**config.mk**
```make
export PLATFORM = sky130hd
export DESIGN_NAME = ddr_pwrup_seq
export DESIGN_NICKNAME = d
export VERILOG_FILES = /design/src/rtl/ddr_init_pkg.sv /design/src/rtl/ddr_init_cnt.sv /design/src/rtl/ddr_mode_word.sv /design/src/rtl/ddr_pwrup_seq.sv
export SDC_FILE = /design/constraint.sdc
export NUM_CORES = 1
export LEC_CHECK = 0
export ABC_AREA = 1
export CORE_ASPECT_RATIO = 0.8
export CORE_MARGIN = 10
export CORE_UTILIZATION = 61
export DETAILED_ROUTE_END_ITERATION = 10
export PLACE_DENSITY = 0.91
export SLEW_MARGIN = 25
export SYNTH_ARGS = -nofsm -noshare
export SYNTH_HDL_FRONTEND = slang
export SYNTH_SLANG_ARGS = --single-unit
```
**constraint.sdc**
```tcl
create_clock -name clk -period 4.8 [get_ports clk]
set_input_delay 0.96 -clock clk [delete_from_list [all_inputs] [get_ports clk]]
set_output_delay 0.96 -clock clk [all_outputs]
set_load 0.05 [all_outputs]
```
**src/rtl/ddr_init_pkg.sv**
```systemverilog
package ddr_init_pkg;

    // {cs_n, ras_n, cas_n, we_n}
    typedef enum logic [3:0] {
        CMD_LMR = 4'b0000,
        CMD_REF = 4'b0001,
        CMD_PRE = 4'b0010,
        CMD_NOP = 4'b0111
    } cmd_t;

    typedef enum logic [2:0] {
        AK_ZERO,
        AK_PALL,
        AK_EMR,
        AK_MR_RST,
        AK_MR_RUN
    } akind_t;

    typedef enum logic [1:0] {
        GAP_RP,
        GAP_MRD,
        GAP_RFC
    } gap_t;

    typedef struct packed {
        cmd_t   cmd;
        akind_t ak;
        gap_t   gap;
    } step_t;

    typedef enum logic [2:0] {
        ST_HOLD,
        ST_WAKE,
        ST_ISSUE,
        ST_GAP,
        ST_LOCK,
        ST_DONE
    } state_t;

    localparam int unsigned NUM_STEPS     = 7;
    localparam int unsigned DLL_STEP      = 2;
    localparam int unsigned MR_BL_LSB     = 0;
    localparam int unsigned MR_BT_BIT     = 3;
    localparam int unsigned MR_CL_LSB     = 4;
    localparam int unsigned MR_DLLRST_BIT = 8;
    localparam int unsigned PALL_BIT      = 10;

    // Ordered command list; gap is the spacing to the following command
    function automatic step_t step_lookup(input logic [3:0] idx);
        step_t s;
        case (idx)
            4'd0:    s = '{CMD_PRE, AK_PALL,   GAP_RP};
            4'd1:    s = '{CMD_LMR, AK_EMR,    GAP_MRD};
            4'd2:    s = '{CMD_LMR, AK_MR_RST, GAP_MRD};
            4'd3:    s = '{CMD_PRE, AK_PALL,   GAP_RP};
            4'd4:    s = '{CMD_REF, AK_ZERO,   GAP_RFC};
            4'd5:    s = '{CMD_REF, AK_ZERO,   GAP_RFC};
            4'd6:    s = '{CMD_LMR, AK_MR_RUN, GAP_MRD};
            default: s = '{CMD_NOP, AK_ZERO,   GAP_MRD};
        endcase
        return s;
    endfunction

    function automatic int unsigned max3(input int unsigned a, input int unsigned b,
                                         input int unsigned c);
        int unsigned m;
        m = (a > b) ? a : b;
        return (m > c) ? m : c;
    endfunction

endpackage

```
**src/rtl/ddr_init_cnt.sv**
```systemverilog
module ddr_init_cnt #(
    parameter int unsigned W       = 8,
    parameter int unsigned RST_VAL = 0
) (
    input  logic         clk,
    input  logic         rst,
    input  logic         load,
    input  logic         en,
    input  logic [W-1:0] load_val,
    output logic         zero
);

    logic [W-1:0] cnt_q;

    always_ff @(posedge clk) begin
        if (rst) begin
            cnt_q <= W'(RST_VAL);
        end else if (load) begin
            cnt_q <= load_val;
        end else if (en && (cnt_q != '0)) begin
            cnt_q <= cnt_q - 1'b1;
        end
    end

    assign zero = (cnt_q == '0);


    no_count_up_chk: assert property (@(posedge clk) disable iff (rst)
        !load |=> (cnt_q <= $past(cnt_q)))
        else $error("countdown rose without a load");

endmodule

```
**src/rtl/ddr_mode_word.sv**
```systemverilog
module ddr_mode_word
    import ddr_init_pkg::*;
#(
    parameter int unsigned ADDR_W     = 13,
    parameter int unsigned BA_W       = 2,
    parameter logic [2:0]  BURST_LEN  = 3'b010,
    parameter logic        BURST_TYPE = 1'b0,
    parameter logic [2:0]  CAS_LAT    = 3'b010
) (
    input  akind_t              kind,
    output logic [ADDR_W-1:0]   addr,
    output logic [BA_W-1:0]     ba
);

    localparam logic [ADDR_W-1:0] OP_WORD =
        (ADDR_W'(BURST_LEN)  << MR_BL_LSB) |
        (ADDR_W'(BURST_TYPE) << MR_BT_BIT) |
        (ADDR_W'(CAS_LAT)    << MR_CL_LSB);
    localparam logic [ADDR_W-1:0] DLL_RST = ADDR_W'(1) << MR_DLLRST_BIT;
    localparam logic [ADDR_W-1:0] PALL    = ADDR_W'(1) << PALL_BIT;

    always_comb begin
        addr = '0;
        ba   = '0;
        case (kind)
            AK_PALL:   addr = PALL;
            AK_EMR:    ba   = BA_W'(1);
            AK_MR_RST: addr = OP_WORD | DLL_RST;
            AK_MR_RUN: addr = OP_WORD;
            default:   ;
        endcase
    end

endmodule

```
**src/rtl/ddr_pwrup_seq.sv**
```systemverilog
module ddr_pwrup_seq
    import ddr_init_pkg::*;
#(
    parameter int unsigned ADDR_W     = 13,
    parameter int unsigned BA_W       = 2,
    parameter int unsigned T_STARTUP  = 20000,
    parameter int unsigned T_RP       = 3,
    parameter int unsigned T_MRD      = 2,
    parameter int unsigned T_RFC      = 8,
    parameter int unsigned T_DLL      = 200,
    parameter logic [2:0]  BURST_LEN  = 3'b010,
    parameter logic        BURST_TYPE = 1'b0,
    parameter logic [2:0]  CAS_LAT    = 3'b010
) (
    input  logic              clk,
    input  logic              rst,
    input  logic              clk_ok,
    output logic              cke,
    output logic              cs_n,
    output logic              ras_n,
    output logic              cas_n,
    output logic              we_n,
    output logic [BA_W-1:0]   ba,
    output logic [ADDR_W-1:0] addr,
    output logic              init_done
);

    localparam int unsigned GAP_MAX = max3(T_RP, T_MRD, T_RFC);
    localparam int unsigned GW      = $clog2(GAP_MAX + 1);
    localparam int unsigned SW      = $clog2(T_STARTUP + 1);
    localparam int unsigned DW      = $clog2(T_DLL + 1);
    localparam int unsigned STEP_W  = $clog2(NUM_STEPS);
    localparam logic [STEP_W-1:0] LAST_STEP = STEP_W'(NUM_STEPS - 1);
    localparam logic [STEP_W-1:0] DLL_IDX   = STEP_W'(DLL_STEP);

    state_t              state_q, state_d;
    logic [STEP_W-1:0]   step_q;
    logic                armed_q;
    step_t               cur;
    logic [GW-1:0]       gap_val;
    logic                start_zero, gap_zero, guard_zero;
    logic                guard_load, dll_ok;
    cmd_t                cmd_o;
    akind_t              ak_o;

    assign cur = step_lookup(4'(step_q));

    always_comb begin
        case (cur.gap)
            GAP_RP:  gap_val = GW'(T_RP - 2);
            GAP_RFC: gap_val = GW'(T_RFC - 2);
            default: gap_val = GW'(T_MRD - 2);
        endcase
    end

    // Startup wait: reloads whenever the clock is not yet stable
    ddr_init_cnt #(.W(SW), .RST_VAL(T_STARTUP - 1)) u_start_cnt (
        .clk      (clk),
        .rst      (rst),
        .load     ((state_q == ST_HOLD) && !clk_ok),
        .en       (state_q == ST_HOLD),
        .load_val (SW'(T_STARTUP - 1)),
        .zero     (start_zero)
    );

    // Spacing between consecutive commands
    ddr_init_cnt #(.W(GW), .RST_VAL(0)) u_gap_cnt (
        .clk      (clk),
        .rst      (rst),
        .load     (state_q == ST_ISSUE),
        .en       (state_q == ST_GAP),
        .load_val (gap_val),
        .zero     (gap_zero)
    );

    // DLL lock guard, started by the DLL reset load
    assign guard_load = (state_q == ST_ISSUE) && (step_q == DLL_IDX);

    ddr_init_cnt #(.W(DW), .RST_VAL(0)) u_guard_cnt (
        .clk      (clk),
        .rst      (rst),
        .load     (guard_load),
        .en       (1'b1),
        .load_val (DW'(T_DLL - 2)),
        .zero     (guard_zero)
    );

    assign dll_ok = armed_q && guard_zero;

    always_comb begin
        state_d = state_q;
        case (state_q)
            ST_HOLD:  if (clk_ok && start_zero) state_d = ST_WAKE;
            ST_WAKE:  state_d = ST_ISSUE;
            ST_ISSUE: state_d = ST_GAP;
            ST_GAP: begin
                if (gap_zero) begin
                    if (step_q != LAST_STEP) state_d = ST_ISSUE;
                    else if (dll_ok)        state_d = ST_DONE;
                    else                    state_d = ST_LOCK;
                end
            end
            ST_LOCK:  if (dll_ok) state_d = ST_DONE;
            default:  state_d = ST_DONE;
        endcase
    end

    always_ff @(posedge clk) begin
        if (rst) begin
            state_q <= ST_HOLD;
            step_q  <= '0;
            armed_q <= 1'b0;
        end else begin
            state_q <= state_d;
            if ((state_q == ST_GAP) && gap_zero && (step_q != LAST_STEP)) begin
                step_q <= step_q + 1'b1;
            end
            if (guard_load) begin
                armed_q <= 1'b1;
            end
        end
    end

    assign cmd_o = (state_q == ST_ISSUE) ? cur.cmd : CMD_NOP;
    assign ak_o  = (state_q == ST_ISSUE) ? cur.ak  : AK_ZERO;

    ddr_mode_word #(
        .ADDR_W     (ADDR_W),
        .BA_W       (BA_W),
        .BURST_LEN  (BURST_LEN),
        .BURST_TYPE (BURST_TYPE),
        .CAS_LAT    (CAS_LAT)
    ) u_mode_word (
        .kind (ak_o),
        .addr (addr),
        .ba   (ba)
    );

    assign {cs_n, ras_n, cas_n, we_n} = cmd_o;
    assign cke       = (state_q != ST_HOLD);
    assign init_done = (state_q == ST_DONE);


    cke_low_nop_chk: assert property (@(posedge clk) disable iff (rst)
        !cke |-> (cmd_o == CMD_NOP))
        else $error("command issued with clock enable low");


    wake_needs_clk_chk: assert property (@(posedge clk) disable iff (rst)
        $rose(cke) |-> $past(clk_ok))
        else $error("clock enable raised without a stable clock");


    single_cycle_cmd_chk: assert property (@(posedge clk) disable iff (rst)
        (cmd_o != CMD_NOP) |=> (cmd_o == CMD_NOP))
        else $error("two commands back to back");


    done_after_lock_chk: assert property (@(posedge clk) disable iff (rst)
        $rose(init_done) |-> $past(dll_ok))
        else $error("ready before DLL guard expired");


    done_sticky_chk: assert property (@(posedge clk) disable iff (rst)
        init_done |=> (init_done && cke))
        else $error("ready flag dropped");

endmodule

```
# --- Word level (Yosys, flattened, before mapping) ---
# Index checks and enable logic that the tools add are counted.
# W data, S select, Z words.
word_totals:
  register_bits: 34
  input_bits: 3
  output_inout_bits: 21
  wordCells: 73
classes:
  n_addsub: 4
  n_eq_ne: 20
  mux: 16
  n_reduce_logical: 26
op_table:
  columns: ["op", "count"]
  rows:
  - ["$pmux W8 S5", 1]
  - ["$pmux W11 S3", 1]
  - ["$eq A3 B2 Y1 const B", 6]
  - ["$eq A3 B3 Y1 const B", 6]
  - ["$mux W8", 2]
  - ["$logic_not A15 Y1", 1]
  - ["$mux W3", 5]
  - ["$pmux W3 S5", 1]
  - ["$reduce_bool A15 Y1", 1]
  - ["$sub A15 B1 Y15 const B", 1]
  - ["$mux W4", 3]
  - ["$eq A3 B1 Y1 const B", 3]
  - ["$logic_and A1 B1 Y1", 8]
  - ["$logic_not A8 Y1", 1]
  - ["$reduce_bool A8 Y1", 1]
  - ["$reduce_or A2 Y1", 4]
  - ["$sub A8 B1 Y8 const B", 1]
  - ["$logic_not A3 Y1", 2]
  - ["$ne A2 B2 Y1 const B", 3]
  - ["$pmux W3 S2", 1]
  - ["$logic_not A4 Y1", 1]
  - ["$reduce_bool A2 Y1", 2]
  - ["$reduce_bool A4 Y1", 1]
  - ["$sub A4 B1 Y4 const B", 1]
  - ["other kinds (8)", 9]

# --- Depth between registers and ports, before layout ---
# Gate-level depths: netlist (run 1).
logic_depth:
  ltp_word: 6
  ltp_mapped: 11
  mapped_depth_nobuf: 11

# --- By module ---
# Synthesis (run 1) repeated with hierarchy kept, for this count alone.
unflattened:
  cells_unflattened: 420
  hier_area_um2: 2696.3
by_module_without_submodules:
  columns: ["mod", "n_inst", "cells_each", "area_per_inst_um2", "seq_area_each_um2"]
  rows:
  - ["ddr_init_cnt at u_start_cnt", 1, 166, 1151.1, 300.3]
  - ["ddr_init_cnt at u_guard_cnt", 1, 104, 600.6, 160.2]
  - ["ddr_pwrup_seq", 1, 87, 545.5, 140.1]
  - ["ddr_init_cnt at u_gap_cnt", 1, 41, 274.0, 80.1]
  - ["ddr_mode_word", 1, 22, 125.1, 0.0]

# --- Worst setup path before layout (run 1) ---
# OpenSTA, ideal clock, no wires.
synth_timing:
  kind: "reg-to-output"
  startpoint: "register step_q[0]"
  endpoint: "output addr[5]"
  arrival_ns: 2.317
  required_ns: 3.840
  setup_slack_ns: 1.523
  path_stages_with_launch: 11
  path_buffers: 1
  path_cell_list: "dfxtp_1 -> inv_1 -> ha_1 -> inv_1 -> nor2_1 -> inv_1 -> nand2_1 -> nand2_1 -> nor2_1 -> a31o_2 -> buf_4"
synth_via:
  elab_chain_cells: 6
  elab_cells_between_ends: 15
  cone_classes: "9 x eq/ne; 3 x mux; 3 x reduce/logical"
synth_rtl:
  columns: ["item", "line_no", "source"]
  rows:
  - ["start, declared", "ddr_pwrup_seq.sv:37", "logic [STEP_W-1:0] step_q;"]
  - ["start signal, assigned", "ddr_pwrup_seq.sv:116", "step_q <= step_q + 1'b1;"]
  - ["$eq A3 B3 Y1, or another cell as far along", "ddr_init_pkg.sv:51", "case (idx)"]
  - ["$reduce_or A2 Y1 (no line)", null, null]
  - ["$pmux W8 S5 (*)", "ddr_init_pkg.sv:51", null]
  - ["$mux W3 (*)", "ddr_pwrup_seq.sv:125", "assign ak_o = (state_q == ST_ISSUE) ? cur.ak : AK_ZERO;"]
  - ["$eq A3 B3 Y1, or another cell as far along", "ddr_mode_word.sv:25", "case (kind)"]
  - ["$pmux W11 S3 (*)", "ddr_mode_word.sv:25", null]
  - ["end, declared", "ddr_pwrup_seq.sv:24", "output logic [ADDR_W-1:0] addr,"]
# Every way passes the cells marked *; elsewhere a longest branch is shown, timed or not.

# --- Worst setup path after layout (run 1) ---
layout_timing:
  startpoint: "register step_q[0]"
  endpoint: "output addr[10]"
# The elaborated chain is that of the path after synthesis.

==> results of run 1 <==
[sequential cells by signal, indices dropped and copies added (netlist names)]
name               flops
armed_q                1
state_q                3
step_q                 3
u_gap_cnt.cnt_q        4
u_guard_cnt.cnt_q      8
u_start_cnt.cnt_q     15
[per-stage QoR]
stage / hold WS [ps] / setup slack, ps / total power (W) / cell area (µm²)
final: 449 / 1400 / 0.000733 / 2440
after global routing: 471 / 1230 / 0.000778 / 2440
after CTS: 453 / 1390 / 0.000732 / 2440
after detailed placement: 442 / 1700 / 0.000516 / 2350
after global placement: 438 / 1780 / 0.000507 / 2350
after floorplan: 424 / 1520 / 0.000487 / 2300
[synth_stat cells, types with 3 or more instances]
master                    number
sky130_fd_sc_hd__nand3_1      25
sky130_fd_sc_hd__nand2_1      72
sky130_fd_sc_hd__ha_1         11
sky130_fd_sc_hd__dfxtp_1      34
sky130_fd_sc_hd__xor2_1        5
sky130_fd_sc_hd__nor3_1        3
sky130_fd_sc_hd__nor2_1       49
sky130_fd_sc_hd__nor2_2        3
sky130_fd_sc_hd__buf_4        12
sky130_fd_sc_hd__inv_1        48
sky130_fd_sc_hd__a21oi_1      17
sky130_fd_sc_hd__a21oi_2       3
sky130_fd_sc_hd__nand2_2       4
sky130_fd_sc_hd__nand4_1       3
sky130_fd_sc_hd__inv_2         3
sky130_fd_sc_hd__o21ai_0      18
[cell usage in the layout, fill, tap and decap left out, drive strengths merged]
| master | n |
|---|---|
| xor2 | 5 |
| xnor2 | 2 |
| clkbuf | 7 |
| nand2 | 79 |
| nor2 | 55 |
| a31oi | 1 |
| conb | 11 |
| or2 | 1 |
| a31o | 1 |
| clkinv | 1 |
| nor3b | 1 |
| a21boi | 1 |
| inv | 52 |
| nand3b | 3 |
| and2 | 1 |
| ha | 11 |
| dfxtp | 34 |
| o21ai | 18 |
| o31ai | 1 |
| nand4 | 4 |
| a21oi | 20 |
| clkdlybuf4s50 | 12 |
| nor3 | 4 |
| nand3 | 26 |
| o211ai | 1 |
[routing by layer]
| metal | global-route usage | up-vias | part of all wire |
|---|---|---|---|
| met1 | 0.180 | 912 | 0.48 |
| met4 | 0.0609 | 0 | 0.013 |
| li1 | - | 1062 | - |
| met5 | 0 | - | 0 |
| met3 | 0.0371 | 11 | 0.055 |
| met2 | 0.255 | 52 | 0.45 |
[cell type report]
type	instances	area, µm²
multi-input cells	246	1300
fillers	291	1050
flip-flops and latches	34	681
inverters	52	198
repair buffers	12	120
clock buffers	7	86.3
well taps	42	52.6
clock inverters	1	5.00
[cell families (layout without fill, tap and decap cells)]
logic type,Yosys count,count (layout),share of synthesized area
AOI/OAI and AO/OA,43,43,0.105
buffers and inverters,67,72,0.142
adders and majority gates,11,11,0.0607
DFF,34,34,0.300
and+or+nand+nor,174,174,0.362
xor gates and xnor gates,7,7,0.0271
other,1,11,0.00165
[worst min-delay path: cells and delay by family (launching register included)]
family | cells | cell delay [ps]
flip-flops | 1 | 310
buffers and inverters | 1 | 40
AO/OA/AOI/OAI | 1 | 50
[power by group through the flow]
| stage | sequential (W) | clock [W] | combinational (W) |
|---|---|---|---|
| final | 0.000322 | 0.000220 | 0.000192 |
| after global routing | 0.000324 | 0.000231 | 0.000222 |
| after CTS | 0.000321 | 0.000221 | 0.000190 |
| after detailed placement | 0.000327 | 0 | 0.000189 |
| after global placement | 0.000327 | 0 | 0.000180 |
| after floorplan | 0.000324 | 0 | 0.000163 |
[how the worst max path moves through the flow]
stage                          end  cells after the start
final                     addr[10]                      7
after global routing       addr[5]                      8
after CTS                  addr[5]                     10
after detailed placement   addr[5]                     10
after global placement     addr[1]                      8
after floorplan            addr[5]                     10
==> run metrics, run 1 <==
Crit path top cell by count sky130_fd_sc_hd__inv_1; diode insertion count for antenna repair 0; global-route wire length before repair 8.10 mm; die outline width 88.1 µm; layout overhead on the synthesized area 7.79%; count of endpoints failing setup in the final report 0; number of global-route vias before repair 1873; CTS root buffer sky130_fd_sc_hd__clkbuf_8; Final Instance Count excl. Fillers 394; post-route ant nets 0; number of distinct library cell variants in the gate-level netlist after synthesis 39; primary flip-flop cell chosen by synthesis mapping sky130_fd_sc_hd__dfxtp_1; vias after detailed routing 2037; Critical R2R Capture state_q[1]; highest-delay cell along the critical path sky130_fd_sc_hd__clkdlybuf4s50_1; drt first-iter violations 124; fraction of synthesized cell area taken by the top area cell type 0.300; register share of total power 0.439; number of antenna violations at the first check in global routing 0; Setup TNS Final 0 ps; Starting Density 0.648; row count 19; Final Hold Vio Count 0; H-tree depth 2; share of the core filled with cells 0.699; Sw Share 0.340; highest fanout seen on the critical path 5; unrepaired setup endpoints after global routing no; max-slew violation count 0; worst clock skew 3.95 ps; cell internal pwr 0.000484 W; via/cell ratio 5.17; Lkg Pwr 1.12 nW; Post-CTS Hold Fix Bufs 0; number of buffers and inverters on the critical path 3; total power per unit cell area 300 nW/µm²; Layout Nets 365; headroom to the max-slew limit 0.647; count of pins on the block boundary 24; layout cell share with drive strength beyond 1 0.0909; clock insertion delay at the later pin of the skew report 290 ps; Logic pwr share 0.262; sequential-to-total area share from yosys stat 0.300; final critical path time including I/O delays and setup 3400 ps; slowest stage delay, CP 840 ps; Critical Setup Path Class register to output pin; data arrival time of the critical path 2440 ps; number of warnings printed during yosys synthesis 0; Max Cap Violations 0; power share of the clock group 0.300; Max Root-Sink Buffers 2; critical register-to-register path startpoint u_gap_cnt.cnt_q[0]; worst min path class register to register; CP top delay family buffers and inverters; result of the run finished clean; required time of the critical path 3840 ps; Critical Path End Type output pin; leading post-synthesis cells by cell area sky130_fd_sc_hd__dfxtp_1 (30%), sky130_fd_sc_hd__nand2_1 (12%), sky130_fd_sc_hd__nor2_1 (8.1%); CP Launch Point step_q[0]; Hold Path Stages 2; post-detailed-placement half-perimeter wirelength 3.54 mm; sum of overflow across all layers after global routing 0; CTS tree done; number of enable flip-flop cells after synthesis 0; Mapped Avg Cell Area 6.72 µm²; placer's final routability congestion estimate 0.846; fraction of the cycle the final worst path needs 0.709; number of register bits inferred by synthesis 34; clock buffer count from CTS 5; cell area after technology mapping 2270 µm²; net switching component of the power 0.000249 W; Port Buffer Count 12; slew at the pin closest to its max-slew limit 528 ps; FF-to-FF setup slack 3200 ps; source of the worst hold timing path armed_q; routed wire length 4.69 mm; Overall Global Routing Usage 0.151; endpoint of the worst hold path armed_q; share of flip-flops with an asynchronous set or reset after synthesis 0; router iterations before antenna repair 5; number of cells in the design after placement 386; clock edge transition at the registers on the reported setup and hold paths 60 ps; cells along the critical path inv_1 > ha_1 > inv_1 > nor2_1 > o21ai_0 > nor3b_1 > clkdlybuf4s50_1; DIE HEIGHT 74.5 µm; number of sinks on the clock net 34; DRC 0; Post-Synthesis Cells 337; category of the worst setup path launch point register; post-CTS setup buffer count 0; Worst VDD drop 244 µV; upper clock frequency limit 294 MHz; largest net degree at the start of global routing 19; cell type with the highest aggregate area in the netlist sky130_fd_sc_hd__dfxtp_1; die area 6570 µm²; r2r worst-path depth 11; area of the core 3490 µm²; WL per Instance 11.9 µm; Resized Gates After CTS 0
No activity file was read; power rests on OpenSTA's default activity.
==> inputs of run 2 (changes only) <==
--- a/config.mk
+++ b/config.mk
@@ -8,9 +8,9 @@
 export ABC_AREA = 1
 export CORE_ASPECT_RATIO = 0.8
 export CORE_MARGIN = 10
-export CORE_UTILIZATION = 61
+export CORE_UTILIZATION = 57
 export DETAILED_ROUTE_END_ITERATION = 10
-export PLACE_DENSITY = 0.91
+export PLACE_DENSITY = 0.86
 export SLEW_MARGIN = 25
 export SYNTH_ARGS = -nofsm -noshare
 export SYNTH_HDL_FRONTEND = slang
==> constraint.sdc (replaced) <==
create_clock -name clk -period 3.3 [get_ports clk]
set_input_delay 0.66 -clock clk [delete_from_list [all_inputs] [get_ports clk]]
set_output_delay 0.66 -clock clk [all_outputs]
set_load 0.05 [all_outputs]
==> run metrics, run 2 (same netlist as run 1, synthesis figures left out) <==
worst clock skew 4.85 ps (+0.900 ps); worst min path class register to register; upper clock frequency limit 321 MHz; CTS root buffer sky130_fd_sc_hd__clkbuf_8; slew at the pin closest to its max-slew limit 517 ps (-10.8 ps); Sw Share 0.344 (+0.00438); Layout Nets 365 (unchanged); router iterations before antenna repair 4 (-1); drt first-iter violations 143 (+15%); vias after detailed routing 2003 (-1.7%); area taken by flip-flops and latches 681 µm² (unchanged); diode insertion count for antenna repair 0 (unchanged); final critical path time including I/O delays and setup 3110 ps; count of endpoints failing setup in the final report 0 (unchanged); fraction of the cycle the final worst path needs 0.944; count of pins on the block boundary 24 (unchanged); Resized Gates After CTS 0 (unchanged); row count 20 (+1); headroom to the max-slew limit 0.654 (+0.00721); critical register-to-register path startpoint u_gap_cnt.cnt_q[0]; Worst Slack Setup Final 185 ps (-1210 ps); Final Hold Vio Count 0 (unchanged); slowest stage delay, CP 810 ps (-30 ps); number of fillers in the final layout 365 (+25%); post-detailed-placement half-perimeter wirelength 3.59 mm (+1.4%); category of the worst setup path launch point register; leading cell type in the layout, fill and taps excluded sky130_fd_sc_hd__nand2_1; Hold Worst Slack 474 ps (+24.8 ps); layout cell share with drive strength beyond 1 0.0855 (-0.00544); H-tree depth 2 (unchanged); number of global-route vias before repair 1862 (-0.59%); most flop-heavy register u_start_cnt.cnt_q; Worst VDD drop 385 µV (+58%); cells along the critical path inv_1 > ha_1 > inv_1 > nor2_1 > inv_1 > nand2_1 > nand2_1 > nor2_1 > a31o_2 > clkdlybuf4s50_1; highest-delay cell along the critical path sky130_fd_sc_hd__clkdlybuf4s50_1; post-route ant nets 0 (unchanged); cell internal pwr 0.000681 W (+41%); die area 6910 µm² (+5.3%); Critical Setup Path Class register to output pin; Cell Area, Placed 2370 µm² (+0.69%); die outline width 90.5 µm (+2.7%); Logic pwr share 0.267 (+0.005); Starting Density 0.596 (-0.0527); layout overhead on the synthesized area 7.84% (about the same); placer's final routability congestion estimate 0.868 (+2.6%); routed wire length 4.72 mm (+0.70%); number of cells in the design after placement 399 (+3.4%); WL per Instance 11.6 µm (-2.3%); source of the worst hold timing path u_guard_cnt.cnt_q[5]; number of sinks on the clock net 34 (unchanged); total power per unit cell area 425 nW/µm² (+41%); largest registers u_start_cnt.cnt_q x15, u_guard_cnt.cnt_q x8, u_gap_cnt.cnt_q x4; FF-to-FF setup slack 1770 ps (-1430 ps); Max Root-Sink Buffers 2 (unchanged); pre-CTS WS 502 ps (-1200 ps); post-CTS setup buffer count 0 (unchanged); number of antenna violations at the first check in global routing 0 (unchanged); Crit path top cell by count sky130_fd_sc_hd__inv_1; DRC 0 (unchanged); data arrival time of the critical path 2450 ps (about the same); clock insertion delay at the later pin of the skew report 290 ps (about the same); Critical R2R Capture state_q[0]; sum of overflow across all layers after global routing 0 (unchanged); Post-CTS Hold Fix Bufs 0 (unchanged); Final Instance Count excl. Fillers 406 (+3.0%); required time of the critical path 2640 ps (-1200 ps); CTS tree done; Lkg Pwr 1.11 nW (-0.88%); final instance area 2440 µm² (about the same); endpoint of the worst hold path u_guard_cnt.cnt_q[5]; Max Cap Violations 0 (unchanged); Critical Path End Type output pin; area taken by multi-input logic gates 1300 µm² (unchanged); register share of total power 0.451 (+0.012); Setup TNS Final 0 ps (unchanged); power share of the clock group 0.283 (-0.017); DIE HEIGHT 76.4 µm (+2.5%); global-route wire length before repair 8.29 mm (+2.3%); Hold Path Stages 2 (unchanged); via/cell ratio 4.93 (-4.6%); r2r worst-path depth 11 (unchanged); number of flip-flops under the largest register name 15 (unchanged); highest-count cells in the layout ignoring fill and taps sky130_fd_sc_hd__nand2_1 (72), sky130_fd_sc_hd__nor2_1 (49), sky130_fd_sc_hd__inv_1 (48), sky130_fd_sc_hd__dfxtp_1 (34), sky130_fd_sc_hd__nand3_1 (25); Overall Global Routing Usage 0.140 (-0.0106); unrepaired setup endpoints after global routing no; net switching component of the power 0.000357 W (+43%); clock edge transition at the registers on the reported setup and hold paths 70 ps (about the same); area of the core 3800 µm² (+8.8%); max-slew violation count 0 (unchanged); clock buffer count from CTS 5 (unchanged); highest fanout seen on the critical path 5 (unchanged); Port Buffer Count 12 (unchanged); result of the run finished clean; largest net degree at the start of global routing 19 (unchanged)
run 2: how the worst max path moves through the flow:
stage | start | to | slack, ps | depth (start not counted)
3_5_place_dp | step_q[0] | addr[5] | 500 | 8
4_1_cts | step_q[0] | addr[5] | 190 | 8
5_1_grt | step_q[0] | addr[10] | 10 | 7
2_1_floorplan | step_q[0] | addr[5] | 320 | 10
3_3_place_gp | step_q[0] | addr[5] | 580 | 8
6_report | step_q[0] | addr[5] | 190 | 10
run 2: worst max-delay path: cells and delay by family, from the launching register on:
kind                       cells  cell delay, ps
and+or+nand+nor                4             460
AOI/OAI and AO/OA              1             130
buffers and inverters          4            1050
adders and majority gates      1             190
DFF                            1             330
run 2: routing by layer:
| layer | part of all wire | vias up | GRT usage |
|---|---|---|---|
| li1 | - | 1063 | - |
| met1 | 0.49 | 899 | 0.175 |
| met2 | 0.45 | 32 | 0.223 |
| met3 | 0.040 | 9 | 0.0374 |
| met4 | 0.017 | 0 | 0.0524 |
| met5 | 0 | - | 0 |
run 2: layout make-up:
class	count	area share
flip-flops and latches	34	0.279
clock buffers	7	0.0312
multi-input cells	246	0.532
well taps	55	0.0282
repair buffers	12	0.0492
inverters	52	0.0809
run 2: power by group through the flow:
stage	sequential, W	combinational (W)	clock, W
2_1_floorplan	0.000472	0.000237	0
3_3_place_gp	0.000475	0.000263	0
3_5_place_dp	0.000476	0.000276	0
4_1_cts	0.000467	0.000277	0.000298
5_1_grt	0.000472	0.000328	0.000308
6_report	0.000468	0.000277	0.000294
run 2: through the flow:
stage / util / total power [W]
global placement: 0.622 / 0.000738
global route: 0.642 / 0.00111
detailed placement: 0.622 / 0.000752
finish: 0.642 / 0.00104
floorplan: - / 0.000709
CTS: 0.642 / 0.00104
